===== src/rtl/zcb_pkg.sv =====
// Shared definitions for the Zcb expander: decoded operation kinds,
// 32-bit major opcodes, and the compressed-register mapping.
package zcb_pkg;

    typedef enum logic [3:0] {
        K_NONE  = 4'd0,
        K_LBU   = 4'd1,
        K_LHU   = 4'd2,
        K_LH    = 4'd3,
        K_SB    = 4'd4,
        K_SH    = 4'd5,
        K_ZEXTB = 4'd6,
        K_SEXTB = 4'd7,
        K_ZEXTH = 4'd8,
        K_SEXTH = 4'd9,
        K_ZEXTW = 4'd10,
        K_NOT   = 4'd11,
        K_MUL   = 4'd12
    } zcb_kind_e;

    localparam logic [6:0] OPC_LOAD  = 7'b0000011;
    localparam logic [6:0] OPC_STORE = 7'b0100011;
    localparam logic [6:0] OPC_OPIMM = 7'b0010011;
    localparam logic [6:0] OPC_OP    = 7'b0110011;
    localparam logic [6:0] OPC_OP32  = 7'b0111011;

    localparam int CREG_W = 3;
    localparam int XREG_W = 5;

    // Map a 3-bit compressed register field onto x8..x15.
    function automatic logic [XREG_W-1:0] creg(input logic [CREG_W-1:0] f);
        return {2'b01, f};
    endfunction

    function automatic logic is_mem_kind(input zcb_kind_e k);
        return (k == K_LBU) || (k == K_LHU) || (k == K_LH) ||
               (k == K_SB) || (k == K_SH);
    endfunction

endpackage


===== src/rtl/zcb_field_decode.sv =====
// Classifies a 16-bit compressed word into one operation kind and
// extracts its register fields and byte offset. Encodings whose
// extension is disabled by parameter come out as K_NONE.
// Assumes: XLEN is 32 or 64; purely combinational.
module zcb_field_decode
    import zcb_pkg::*;
#(
    parameter int XLEN        = 32,
    parameter bit EN_MUL      = 1'b1,
    parameter bit EN_BITMANIP = 1'b1
) (
    input  logic [15:0]         c_word,
    output zcb_kind_e           kind,
    output logic [CREG_W-1:0]   reg_a,
    output logic [CREG_W-1:0]   reg_b,
    output logic [1:0]          off
);
    localparam bit HAS64 = (XLEN == 64);

    logic [5:0] funct6;
    logic [1:0] quad;
    logic [1:0] sub2;
    logic [2:0] sub3;

    // Slice the fixed fields of the compressed word.
    always_comb begin
        funct6 = c_word[15:10];
        quad   = c_word[1:0];
        sub2   = c_word[6:5];
        sub3   = c_word[4:2];
        reg_a  = c_word[9:7];
        reg_b  = c_word[4:2];
    end

    // Select the operation kind, applying configuration legality.
    always_comb begin
        kind = K_NONE;
        if (quad == 2'b00) begin
            unique case (funct6)
                6'b100000: kind = K_LBU;
                6'b100001: kind = sub2[1] ? K_LH : K_LHU;
                6'b100010: kind = K_SB;
                6'b100011: kind = sub2[1] ? K_NONE : K_SH;
                default:   kind = K_NONE;
            endcase
        end else if (quad == 2'b01 && funct6 == 6'b100111) begin
            if (sub2 == 2'b10) begin
                kind = EN_MUL ? K_MUL : K_NONE;
            end else if (sub2 == 2'b11) begin
                unique case (sub3)
                    3'b000:  kind = K_ZEXTB;
                    3'b001:  kind = EN_BITMANIP ? K_SEXTB : K_NONE;
                    3'b010:  kind = EN_BITMANIP ? K_ZEXTH : K_NONE;
                    3'b011:  kind = EN_BITMANIP ? K_SEXTH : K_NONE;
                    3'b100:  kind = (EN_BITMANIP && HAS64) ? K_ZEXTW : K_NONE;
                    3'b101:  kind = K_NOT;
                    default: kind = K_NONE;
                endcase
            end
        end
    end

    // Byte forms use {bit5,bit6}; halfword forms use bit5 only.
    always_comb begin
        if (kind == K_LBU || kind == K_SB) off = {c_word[5], c_word[6]};
        else                               off = {c_word[5], 1'b0};
    end
endmodule


===== src/rtl/zcb_mem_form.sv =====
// Builds the 32-bit load or store word for the memory kinds.
// Assumes: kind is one of the memory kinds when the result is used.
module zcb_mem_form
    import zcb_pkg::*;
(
    input  zcb_kind_e           kind,
    input  logic [CREG_W-1:0]   reg_a,
    input  logic [CREG_W-1:0]   reg_b,
    input  logic [1:0]          off,
    output logic [31:0]         word
);
    logic [XREG_W-1:0] base_r;
    logic [XREG_W-1:0] data_r;
    logic [11:0]       imm;

    // Register and immediate operands shared by all memory forms.
    always_comb begin
        base_r = creg(reg_a);
        data_r = creg(reg_b);
        imm    = {10'b0, off};
    end

    // Assemble the I-type load or S-type store.
    always_comb begin
        unique case (kind)
            K_LBU:   word = {imm, base_r, 3'b100, data_r, OPC_LOAD};
            K_LHU:   word = {imm, base_r, 3'b101, data_r, OPC_LOAD};
            K_LH:    word = {imm, base_r, 3'b001, data_r, OPC_LOAD};
            K_SB:    word = {imm[11:5], data_r, base_r, 3'b000, imm[4:0], OPC_STORE};
            K_SH:    word = {imm[11:5], data_r, base_r, 3'b001, imm[4:0], OPC_STORE};
            default: word = 32'b0;
        endcase
    end
endmodule


===== src/rtl/zcb_arith_form.sv =====
// Builds the 32-bit word for the unary and multiply kinds. Destination
// and first source are the same register.
// Assumes: XLEN is 32 or 64; zext.h opcode depends on it.
module zcb_arith_form
    import zcb_pkg::*;
#(
    parameter int XLEN = 32
) (
    input  zcb_kind_e           kind,
    input  logic [CREG_W-1:0]   reg_a,
    input  logic [CREG_W-1:0]   reg_b,
    output logic [31:0]         word
);
    localparam logic [6:0] ZEXTH_OPC = (XLEN == 64) ? OPC_OP32 : OPC_OP;

    logic [XREG_W-1:0] rd_r;
    logic [XREG_W-1:0] rs2_r;

    // Register operands.
    always_comb begin
        rd_r  = creg(reg_a);
        rs2_r = creg(reg_b);
    end

    // Assemble the arithmetic instruction.
    always_comb begin
        unique case (kind)
            K_ZEXTB: word = {12'h0FF, rd_r, 3'b111, rd_r, OPC_OPIMM};
            K_NOT:   word = {12'hFFF, rd_r, 3'b100, rd_r, OPC_OPIMM};
            K_SEXTB: word = {7'b0110000, 5'b00100, rd_r, 3'b001, rd_r, OPC_OPIMM};
            K_SEXTH: word = {7'b0110000, 5'b00101, rd_r, 3'b001, rd_r, OPC_OPIMM};
            K_ZEXTH: word = {7'b0000100, 5'b00000, rd_r, 3'b100, rd_r, ZEXTH_OPC};
            K_ZEXTW: word = {7'b0000100, 5'b00000, rd_r, 3'b000, rd_r, OPC_OP32};
            K_MUL:   word = {7'b0000001, rs2_r, rd_r, 3'b000, rd_r, OPC_OP};
            default: word = 32'b0;
        endcase
    end
endmodule


===== src/rtl/zcb_expander.sv =====
// Top of the Zcb expander: decodes a 16-bit word, builds the memory or
// arithmetic expansion, and flags encodings that are outside the subset
// or disabled by configuration. Output is zero when illegal.
// Assumes: combinational, no clock or reset; XLEN is 32 or 64.
module zcb_expander
    import zcb_pkg::*;
#(
    parameter int XLEN        = 32,
    parameter bit EN_MUL      = 1'b1,
    parameter bit EN_BITMANIP = 1'b1
) (
    input  logic [15:0] c_word_i,
    output logic [31:0] x_word_o,
    output logic        illegal_o
);
    zcb_kind_e         kind;
    logic [CREG_W-1:0] reg_a;
    logic [CREG_W-1:0] reg_b;
    logic [1:0]        off;
    logic [31:0]       mem_word;
    logic [31:0]       alu_word;

    zcb_field_decode #(
        .XLEN(XLEN), .EN_MUL(EN_MUL), .EN_BITMANIP(EN_BITMANIP)
    ) u_dec (
        .c_word(c_word_i), .kind(kind), .reg_a(reg_a), .reg_b(reg_b), .off(off)
    );

    zcb_mem_form u_mem (
        .kind(kind), .reg_a(reg_a), .reg_b(reg_b), .off(off), .word(mem_word)
    );

    zcb_arith_form #(.XLEN(XLEN)) u_alu (
        .kind(kind), .reg_a(reg_a), .reg_b(reg_b), .word(alu_word)
    );

    // Pick the expansion and zero it for illegal words.
    always_comb begin
        illegal_o = (kind == K_NONE);
        if (illegal_o)              x_word_o = 32'b0;
        else if (is_mem_kind(kind)) x_word_o = mem_word;
        else                        x_word_o = alu_word;
    end
endmodule


===== config.mk =====
export PLATFORM = sky130hd
export DESIGN_NAME = zcb_expander
export DESIGN_NICKNAME = d
export VERILOG_FILES = /design/src/rtl/zcb_pkg.sv /design/src/rtl/zcb_field_decode.sv /design/src/rtl/zcb_mem_form.sv /design/src/rtl/zcb_arith_form.sv /design/src/rtl/zcb_expander.sv
export SDC_FILE = /design/constraint.sdc
export NUM_CORES = 1
export LEC_CHECK = 0
export BUFFER_PORTS_ARGS = -buffer_cell sky130_fd_sc_hd__buf_4
export CAP_MARGIN = 25
export CORE_UTILIZATION = 41
export DETAILED_ROUTE_END_ITERATION = 10
export PLACE_DENSITY = 0.85
export SYNTH_ARGS = -nofsm -noshare
export SYNTH_HDL_FRONTEND = slang
export SYNTH_SLANG_ARGS = --single-unit

===== constraint.sdc =====
create_clock -name vclk -period 2.26
set_input_delay 0.113 -clock vclk [all_inputs]
set_output_delay 0.113 -clock vclk [all_outputs]
set_load 0.01 [all_outputs]

* Yosys cells after proc, flatten, opt, wreduce, memory -nomap -nowiden
Cells that the tools add are included.
Operators by class: add/sub/neg operators 0, $mul 0, divide/modulo/power cells 0, $lt $le $gt $ge 0, eq/ne operators 24, shifts and indexed selects 0, multiplexer cells 13, bitwise operators 0, reductions and logical operators 9
Operators with widths (count):
- $pmux W32 S7 | 1
- $pmux W24 S5 | 1
- $mux W32 | 2
- $eq A6 B6 Y1 const B | 5
- $eq A4 B4 Y1 const B | 5
- $pmux W4 S5 | 1
- $eq A4 B3 Y1 const B | 4
- $mux W4 | 4
- $pmux W4 S4 | 1
- $eq A4 B2 Y1 const B | 2
- $eq A3 B2 Y1 const B | 2
- $logic_or A1 B1 Y1 | 5
- $eq A2 B2 Y1 const B | 2
- $eq A4 B1 Y1 const B | 1
- $logic_not A4 Y1 | 1
- $eq A3 B1 Y1 const B | 1
- $eq A3 B3 Y1 const B | 1
- $logic_not A3 Y1 | 1
- $mux W3 | 1
- $eq A2 B1 Y1 const B | 1
- $logic_not A2 Y1 | 1
- $mux W1 | 2
- $logic_and A1 B1 Y1 | 1
Word-level totals: register bits 0, latch bits 0, memory bits (writable) 0, bits in read-only memories 0, input port bits 16, output and inout bits 33, memories 0

* Logic depth before layout (Yosys ltp)
Gate-level depths: netlist of run 1.
word-level depth 13, depth in mapped cells 9, mapped depth without buffers 6

* Cells and area by module
A second synthesis of run 1 with hierarchy kept.
Second synthesis, totals: cell total of the unflattened synthesis 285, area total of the unflattened synthesis 1839.3 sq um
By module, submodules not included:
- zcb_expander | times used 1, cells each 150, area an instance 855.8 sq um, sequential area each 0.0 sq um
- zcb_arith_form | times used 1, cells each 57, area an instance 422.9 sq um, sequential area each 0.0 sq um
- zcb_mem_form | times used 1, cells each 46, area an instance 306.5 sq um, sequential area each 0.0 sq um
- zcb_field_decode | times used 1, cells each 32, area an instance 254.0 sq um, sequential area each 0.0 sq um

* Worst setup path after synthesis of run 1
OpenSTA, ideal clock, no wires.
path kind in2out, from in c_word_i[13], to out x_word_o[27], arrival time 2.052 ns, required time 2.147 ns, slack 0.095 ns, stages 6, path buffers 1, cell sequence or3b_1 -> or3_1 -> buf_2 -> o41a_4 -> nor4_4 -> nand2b_1
On the way: cells in the longest elaborated chain, start to end 11, elaborated cells on any way between the ends 29, classes of those cells 17 x eq/ne; 6 x mux; 6 x reduce/logical
Ends and longest elaborated chain:
- start, declared | line zcb_expander.sv:12 | input logic [15:0] c_word_i,
- branches (longest 3 deep; another with $eq A6 B6 Y1)
- $mux W4 * | line zcb_field_decode.sv:38 | if (quad == 2'b00) begin
- $eq A4 B1 Y1 / $eq A4 B2 Y1 (equally long branches) | line zcb_pkg.sv:36 | return (k == K_LBU) || (k == K_LHU) || (k == K_LH) ||
- $logic_or A1 B1 Y1 (3 in a row) | line zcb_pkg.sv:36
- $logic_or A1 B1 Y1 | line zcb_pkg.sv:37 | (k == K_SB) || (k == K_SH);
- $mux W32 | line zcb_expander.sv:41 | else if (is_mem_kind(kind)) x_word_o = mem_word;
- $mux W32 * | line zcb_expander.sv:40 | if (illegal_o) x_word_o = 32'b0;
- end, declared | line zcb_expander.sv:13 | output logic [31:0] x_word_o,
Mark *: on every way between the ends.

* Worst setup path in the final report of run 1
from in c_word_i[13], to out x_word_o[20]
On the way: cells in the longest elaborated chain, start to end 11, elaborated cells on any way between the ends 32, classes of those cells 17 x eq/ne; 8 x mux; 7 x reduce/logical
Ends and longest elaborated chain (line):
- branches (longest 3 deep; another with $eq A6 B6 Y1)
- $mux W4 * | zcb_field_decode.sv:38
- branches (longest 6 deep; another with $mux W32)
- $mux W32 * | zcb_expander.sv:40
Marks and branches as above.

==> impl_metrics.tcl, run 1 <==
set metrics [dict create \
    antenna_found_initial 0 \
    maxCapViolations 0 \
    synth_area_um2 583 \
    leakage_nw 0.512 \
    cp-start-kind "input pin" \
    drc_errors 0 \
    seq_area_um2 0 \
    io_pins 49 \
    synth_seq_area_share_pct 0 \
    via_per_inst 5.75 \
    nets 153 \
    synthCells 94 \
    synth_top_family_by_area "simple AND/OR/NAND/NOR gates" \
    first_global_vias 688 \
    final_cell_area_um2 941 \
    wl_per_cell_um 13.5 \
    port_buffers 44 \
    vias 863 \
    finalCritPeriodShare_pct 97.4 \
    grt_pass1_wl_mm 2.96 \
    worstMarginPinSlew_ns 0.566 \
    yosys.area_share.adder_pct 0 \
    drv_slew 0 \
    layout-drive-gt1-share_pct 45.9 \
    total_power_mw 0.0718 \
    die_w_um 39.7 \
    clkbuf_count 0 \
    cts_hold_buf 0 \
    coreArea_um2 1320 \
    wl_mm 2.03 \
    end_kind "output pin" \
    synth-simple-area-share_pct 47.2 \
    yosysUniqueCellTypes 37 \
    worstPathArrival_ns 2.09 \
    synth-xor-area-share_pct 3.00 \
    area_delta_synth_final_pct 61.4 \
    crit_path_end "x_word_o[20]" \
    firstDrtPassIters 4 \
    layout_commonest_cell "buf_4" \
    ir_drop_v 0.0000602 \
    antenna_cells 0 \
    crit_type "input pin to output pin" \
    fp-row-count 13 \
    relSlewSlack_pct 62.0 \
    finalHoldViolations 0 \
    synth_compound_area_share_pct 31.3 \
    outcome "completed" \
    cts_setup_buffers 0 \
    start_util_pct 44.3 \
    dp_hpwl_mm 1.62 \
    cp.required_ns 2.15 \
    min_period_ns 2.20 \
    synth_warnings 0 \
    setup_viol 0 \
    ant_nets 0 \
    die_h_um 39.7 \
    layout_common_cells "50 x buf_4, 12 x nand2_1, 8 x nor2_1, 6 x o21ai_0" \
    power-per-cell-area_nw_per_um2 76.3 \
    synth_area_per_cell_um2 6.20 \
    die_area_um2 1580 \
    multiInputGateArea_um2 524 \
    fmax_mhz 454 \
    fillers 115 \
    timing.setup.tns_ns 0 \
    hold_path_class "input pin to output pin" \
    critPathLaunch "c_word_i[13]" \
    muxShareOfSynthArea_pct 0 \
    track_usage_pct 26.2 \
    design.seq.count 0 \
    critPathMaxFanout 5 \
    globalRouteOverflowTotal 0 \
    globalplace.congestion 0.890 \
    first_iter_violations 38 \
    place_area_um2 907 \
    grt_max_degree 9 \
]
[Yosys cell counts, drive strengths merged, types with 2 or more instances]
cell    instances  share of area [%]
and3            2                2.1
nor2b           4                4.3
nor2            8                5.2
xnor2           2                3.0
inv             3                1.9
buf            13                 15
nor3            5                4.3
nand4b          2                3.0
nand3           2                1.7
a21oi           2                1.7
o21ai          11                 11
nand2b          5                5.4
a32oi           3                4.5
nand2          14                9.4
nor4            2                4.7
[repair_timing]
action                                  4_1_cts  5_1_grt
gates resized for setup                       3        6
endpoints found under the setup margin        6       11
pin swaps                                     0        5
hold endpoints to repair                      0        0
[critical path: stages]
cell	delay (ns)
buf_4	0.12
or3b_4	0.40
or3_4	0.36
buf_6	0.14
o41ai_4	0.46
and3_1	0.25
nand2b_1	0.12
buf_4	0.12
[through the flow]
step,setup slack [ns],instances,hold WS (ns),util [%]
after floorplan,0.0951,98,0.341,-
after global placement,0.0360,150,0.505,68.9
after detailed placement,-0.0662,150,0.506,68.9
after CTS,0.0221,150,0.507,70.1
after global routing,-0.00895,150,0.530,71.4
final,0.0591,150,0.506,71.4
[cell type report]
type	count	share of cell area (%)
Multi-Input combinational cell	81	55.7
Inverter	3	1.20
Tap cell	15	1.99
Timing Repair Buffer	51	41.1
[power breakdown]
group / internal (mW) / switching [mW] / total (mW)
logic: 0.0344 / 0.0374 / 0.0718
registers: 0 / 0 / 0
clock network: 0 / 0 / 0
total: 0.0344 / 0.0374 / 0.0718
[routing by layer]
metal	global-route usage (%)	share of wire (%)
met4	5.17	3.5
met5	0	0
met3	0.568	11
met1	31.3	36
met2	50.4	50
[how the worst min path moves through the flow]
stage / startpoint / endpoint / slack, ns / depth (start not counted)
after floorplan: c_word_i[7] / x_word_o[7] / 0.34 / 2
after global placement: c_word_i[7] / x_word_o[7] / 0.50 / 4
after detailed placement: c_word_i[7] / x_word_o[7] / 0.51 / 4
after CTS: c_word_i[7] / x_word_o[7] / 0.51 / 4
after global routing: c_word_i[8] / x_word_o[8] / 0.53 / 4
final: c_word_i[7] / x_word_o[7] / 0.51 / 4
[cells by family (layout without fill, tap and decap cells)]
kind of cell,count (synthesis),count (layout)
buf+inv,17,54
compound gates,24,24
xor+xnor,2,2
simple gates,50,50
other cells,1,5
Power figures use the tool's default switching activity.
==> run 2: changes to the inputs <==
--- a/config.mk
+++ b/config.mk
@@ -10,5 +10,5 @@
 export CORE_UTILIZATION = 41
 export DETAILED_ROUTE_END_ITERATION = 10
-export PLACE_DENSITY = 0.85
+export PLACE_DENSITY_LB_ADDON = 0.1
 export SYNTH_ARGS = -nofsm -noshare
 export SYNTH_HDL_FRONTEND = slang
==> constraint.sdc (replaced) <==
create_clock -name vclk -period 2.26
set_input_delay 0.113 -clock vclk [all_inputs]
set_output_delay 0.113 -clock vclk [all_outputs]
set_load 0.005 [all_outputs]
==> impl_metrics.tcl, run 2 (synthesized netlist as in run 1, its figures left out) <==
set metrics [dict create \
    outcome "completed" \
    worstMarginPinSlew_ns 0.600 \
    intPower_mw 0.0341 \
    layout_commonest_cell "buf_4" \
    nets 155 \
    design.seq.count 0 \
    finalCritPeriodShare_pct 97.5 \
    vias 836 \
    leakage_nw 0.504 \
    relSlewSlack_pct 59.7 \
    min_period_ns 2.20 \
    min_from "c_word_i[7]" \
    crit_path_max_incr_delay_ns 0.54 \
    grt_pass1_wl_mm 2.84 \
    switching_share_pct 48.3 \
    setup_viol 0 \
    dr_wl_met3_um 118 \
    ir_drop_v 0.0000381 \
    worst-path-buf-inv 2 \
    seq_area_um2 0 \
    first_global_vias 658 \
    cp-start-kind "input pin" \
    dp_hpwl_mm 1.54 \
    area_delta_synth_final_pct 59.4 \
    ant_nets 0 \
    io_pins 49 \
    path_cells "buf_4 > or3b_4 > or3_4 > o41a_4 > a21o_1 > a22oi_1 > nand2b_1 > buf_4" \
    cp_common_cell "buf_4" \
    first_iter_violations 35 \
    globalRouteOverflowTotal 0 \
    power_frac_comb_pct 100.0 \
    drc_errors 0 \
    antenna_cells 0 \
    cts_hold_buf 0 \
    critPathTopFamily "compound AO/OA/AOI/OAI gates" \
    die_w_um 39.7 \
    wl_per_cell_um 12.7 \
    critPathMaxFanout 7 \
    switchingPower_mw 0.0319 \
    cp.required_ns 2.15 \
    coreArea_um2 1320 \
    pwr-share-clk_pct 0 \
    layout-drive-gt1-share_pct 44.5 \
    place_area_um2 922 \
    globalplace.congestion 0.881 \
    maxCapViolations 0 \
    clkbuf_count 0 \
    fp-row-count 13 \
    drv_slew 0 \
    worstPathArrival_ns 2.09 \
    firstDrtPassIters 4 \
    final_cell_area_um2 930 \
    fmax_mhz 454 \
    die_h_um 39.7 \
    die_area_um2 1580 \
    finalHoldViolations 0 \
    end_kind "output pin" \
    total_power_mw 0.0661 \
    power-per-cell-area_nw_per_um2 71.1 \
    critPathLaunch "c_word_i[13]" \
    seqPwrFrac_pct 0 \
    wl_met2_mm 1.08 \
    cp_slowest_cell "o41a_4" \
    wl_met1_um 729 \
    rsz0062_at_grt "false" \
    antenna_found_initial 0 \
    port_buffers 44 \
    hold_path_class "input pin to output pin" \
    fillers 128 \
    via_per_inst 5.50 \
    crit_type "input pin to output pin" \
    track_usage_pct 25.2 \
    grt_max_degree 9 \
    top_layer_used "met3" \
    wl_mm 1.93 \
    layout_common_cells "53 x buf_4, 13 x nand2_1, 8 x nor2_1, 8 x o21ai_0" \
    start_util_pct 44.3 \
]
-- run 2: cell type report --
class | count | area (um2) | area share, %
multi-input cells | 81 | 502 | 54.0
inverters | 3 | 11.3 | 1.21
repair buffers | 53 | 398 | 42.8
well taps | 15 | 18.8 | 2.02
-- run 2: worst paths after layout --
| check | endpoint | slack (ns) | depth (start not counted) |
|---|---|---|---|
| hold / removal | x_word_o[7] | 0.50 | 4 |
| setup / recovery | x_word_o[20] | 0.06 | 8 |
-- run 2: stage by stage --
stage / setup TNS [ns] / worst slack [ns] / util, % / cells / hold WS (ns)
final: 0 / 0.0573 / 70.6 / 152 / 0.498
after global routing: 0 / 0.00541 / 70.6 / 152 / 0.516
after CTS: 0 / 0.0129 / 70.4 / 152 / 0.500
after detailed placement: -0.104 / -0.0543 / 70.0 / 152 / 0.499
after global placement: 0 / 0.00479 / 70.0 / 152 / 0.491
after floorplan: 0 / 0.183 / - / 98 / 0.309
-- run 2: power groups by stage --
stage / clock [mW] / combinational [mW] / sequential (mW)
after global routing: 0 / 0.0715 / 0
after CTS: 0 / 0.0638 / 0
final: 0 / 0.0661 / 0
after global placement: 0 / 0.0614 / 0
after floorplan: 0 / 0.0324 / 0
after detailed placement: 0 / 0.0634 / 0
-- run 2: timing repair --
item / 4_1_cts / 5_1_grt
setup buffers: 0 / 0
pin swaps: 0 / 3
resized for setup: 1 / 1
endpoints found under the setup margin: 5 / 10
-- run 2: metal layers --
layer / GRT usage, % / vias to the layer above
li1: - / 408
met1: 29.6 / 390
met2: 51.6 / 38
met3: 0.568 / 0
met4: 0 / 0
met5: 0 / -
==> run 3: changes to the inputs <==
PLACE_DENSITY = 0.85   (was default)
PLACE_DENSITY_LB_ADDON = default   (was 0.1)
==> impl_metrics.tcl, run 3 (synthesized netlist as in run 1, its figures left out) <==
set metrics [dict create \
    cp-start-kind "input pin" \
    layout_common_cells "50 x buf_4, 12 x nand2_1, 8 x nor2_1, 8 x o21ai_0" \
    finalCritPeriodShare_pct 97.5 \
    maxCapViolations 0 \
    wl_mm 1.88 \
    cts_hold_buf 0 \
    antenna_cells 0 \
    drc_errors 0 \
    ir_drop_v 0.0000618 \
    globalplace.congestion 0.895 \
    port_buffers 44 \
    dp_hpwl_mm 1.49 \
    placed_cells 149 \
    leakage_nw 0.503 \
    antenna_found_initial 0 \
    cts_setup_buffers 0 \
    start_util_pct 44.3 \
    vias 828 \
    final_cell_area_um2 922 \
    grt_max_degree 9 \
    die_area_um2 1580 \
    end_kind "output pin" \
    layout_commonest_cell "buf_4" \
    firstDrtPassIters 4 \
    die_w_um 39.7 \
    critPathMaxFanout 7 \
    first_global_vias 576 \
    outcome "completed" \
    cp.required_ns 2.15 \
    stdcell_count 149 \
    io_pins 49 \
    relSlewSlack_pct 60.0 \
    grt_pass1_wl_mm 2.50 \
    coreArea_um2 1320 \
    wl_per_cell_um 12.6 \
    die_h_um 39.7 \
    fp-row-count 13 \
    nets 152 \
    total_power_mw 0.0662 \
    via_per_inst 5.56 \
    clkbuf_count 0 \
    design.seq.count 0 \
    fillers 130 \
    hold_path_class "input pin to output pin" \
    worstPathArrival_ns 2.09 \
    crit_type "input pin to output pin" \
    area_delta_synth_final_pct 58.2 \
    track_usage_pct 22.2 \
    finalHoldViolations 0 \
    worstMarginPinSlew_ns 0.596 \
    power-per-cell-area_nw_per_um2 71.8 \
    layout-drive-gt1-share_pct 45.5 \
    ant_nets 0 \
    setup_viol 0 \
    seq_area_um2 0 \
    place_area_um2 900 \
    drv_slew 0 \
    fmax_mhz 454 \
    first_iter_violations 29 \
    globalRouteOverflowTotal 0 \
    min_period_ns 2.20 \
]
==> run 3: cell count changes in the layout (fill, tap and decap cells not counted), sizes merged <==
cell,before,now
buf,53,50
==> run 3: through the flow <==
step / hold WS (ns) / setup TNS [ns] / util (%) / setup WS [ns]
finish: 0.494 / 0 / 70.0 / 0.0564
global route: 0.517 / -0.00683 / 70.0 / -0.00683
CTS: 0.498 / 0 / 68.7 / 0.0514
detailed placement: 0.498 / -0.0146 / 68.3 / -0.0146
global placement: 0.493 / 0 / 68.3 / 0.0321
floorplan: 0.309 / 0 / - / 0.183
==> run 3: layout make-up <==
class	count	area [um2]	area share (%)
Tap cell	15	18.8	2.04
Timing Repair Buffer	50	375	40.7
Inverter	3	11.3	1.22
Multi-Input combinational cell	81	517	56.0
==> run 3: critical path: stages <==
cell and delay, ns:
buf_4 0.12, or3b_4 0.39, or3_4 0.38, o41a_4 0.55, a21o_1 0.20, a22oi_1 0.14
nand2b_1 0.07, buf_4 0.13
==> run 3: layer usage <==
metal,vias up,track usage (%),share of wire (%)
met3,0,0,7.9
met2,38,41.4,50
met5,-,0,0
met4,0,1.72,0
met1,386,28.9,42
li1,404,-,-
==> run 3: what timing repair did <==
item | in CTS | in global routing
gates cloned | 0 | 0
resized for setup | 1 | 4
endpoints found under the setup margin | 2 | 8
pin swaps | 0 | 3
hold endpoints to repair | 0 | 0
==> run 3: power breakdown <==
group / switching [mW] / leakage [nW] / internal [mW]
Clock: 0 / 0 / 0
Sequential: 0 / 0 / 0
Combinational: 0.0321 / 0.503 / 0.0341
Total: 0.0321 / 0.503 / 0.0341
==> run 3: final timing paths <==
path,start,endpoint,depth (start not counted)
max,c_word_i[13],x_word_o[20],8
min,c_word_i[8],x_word_o[8],4
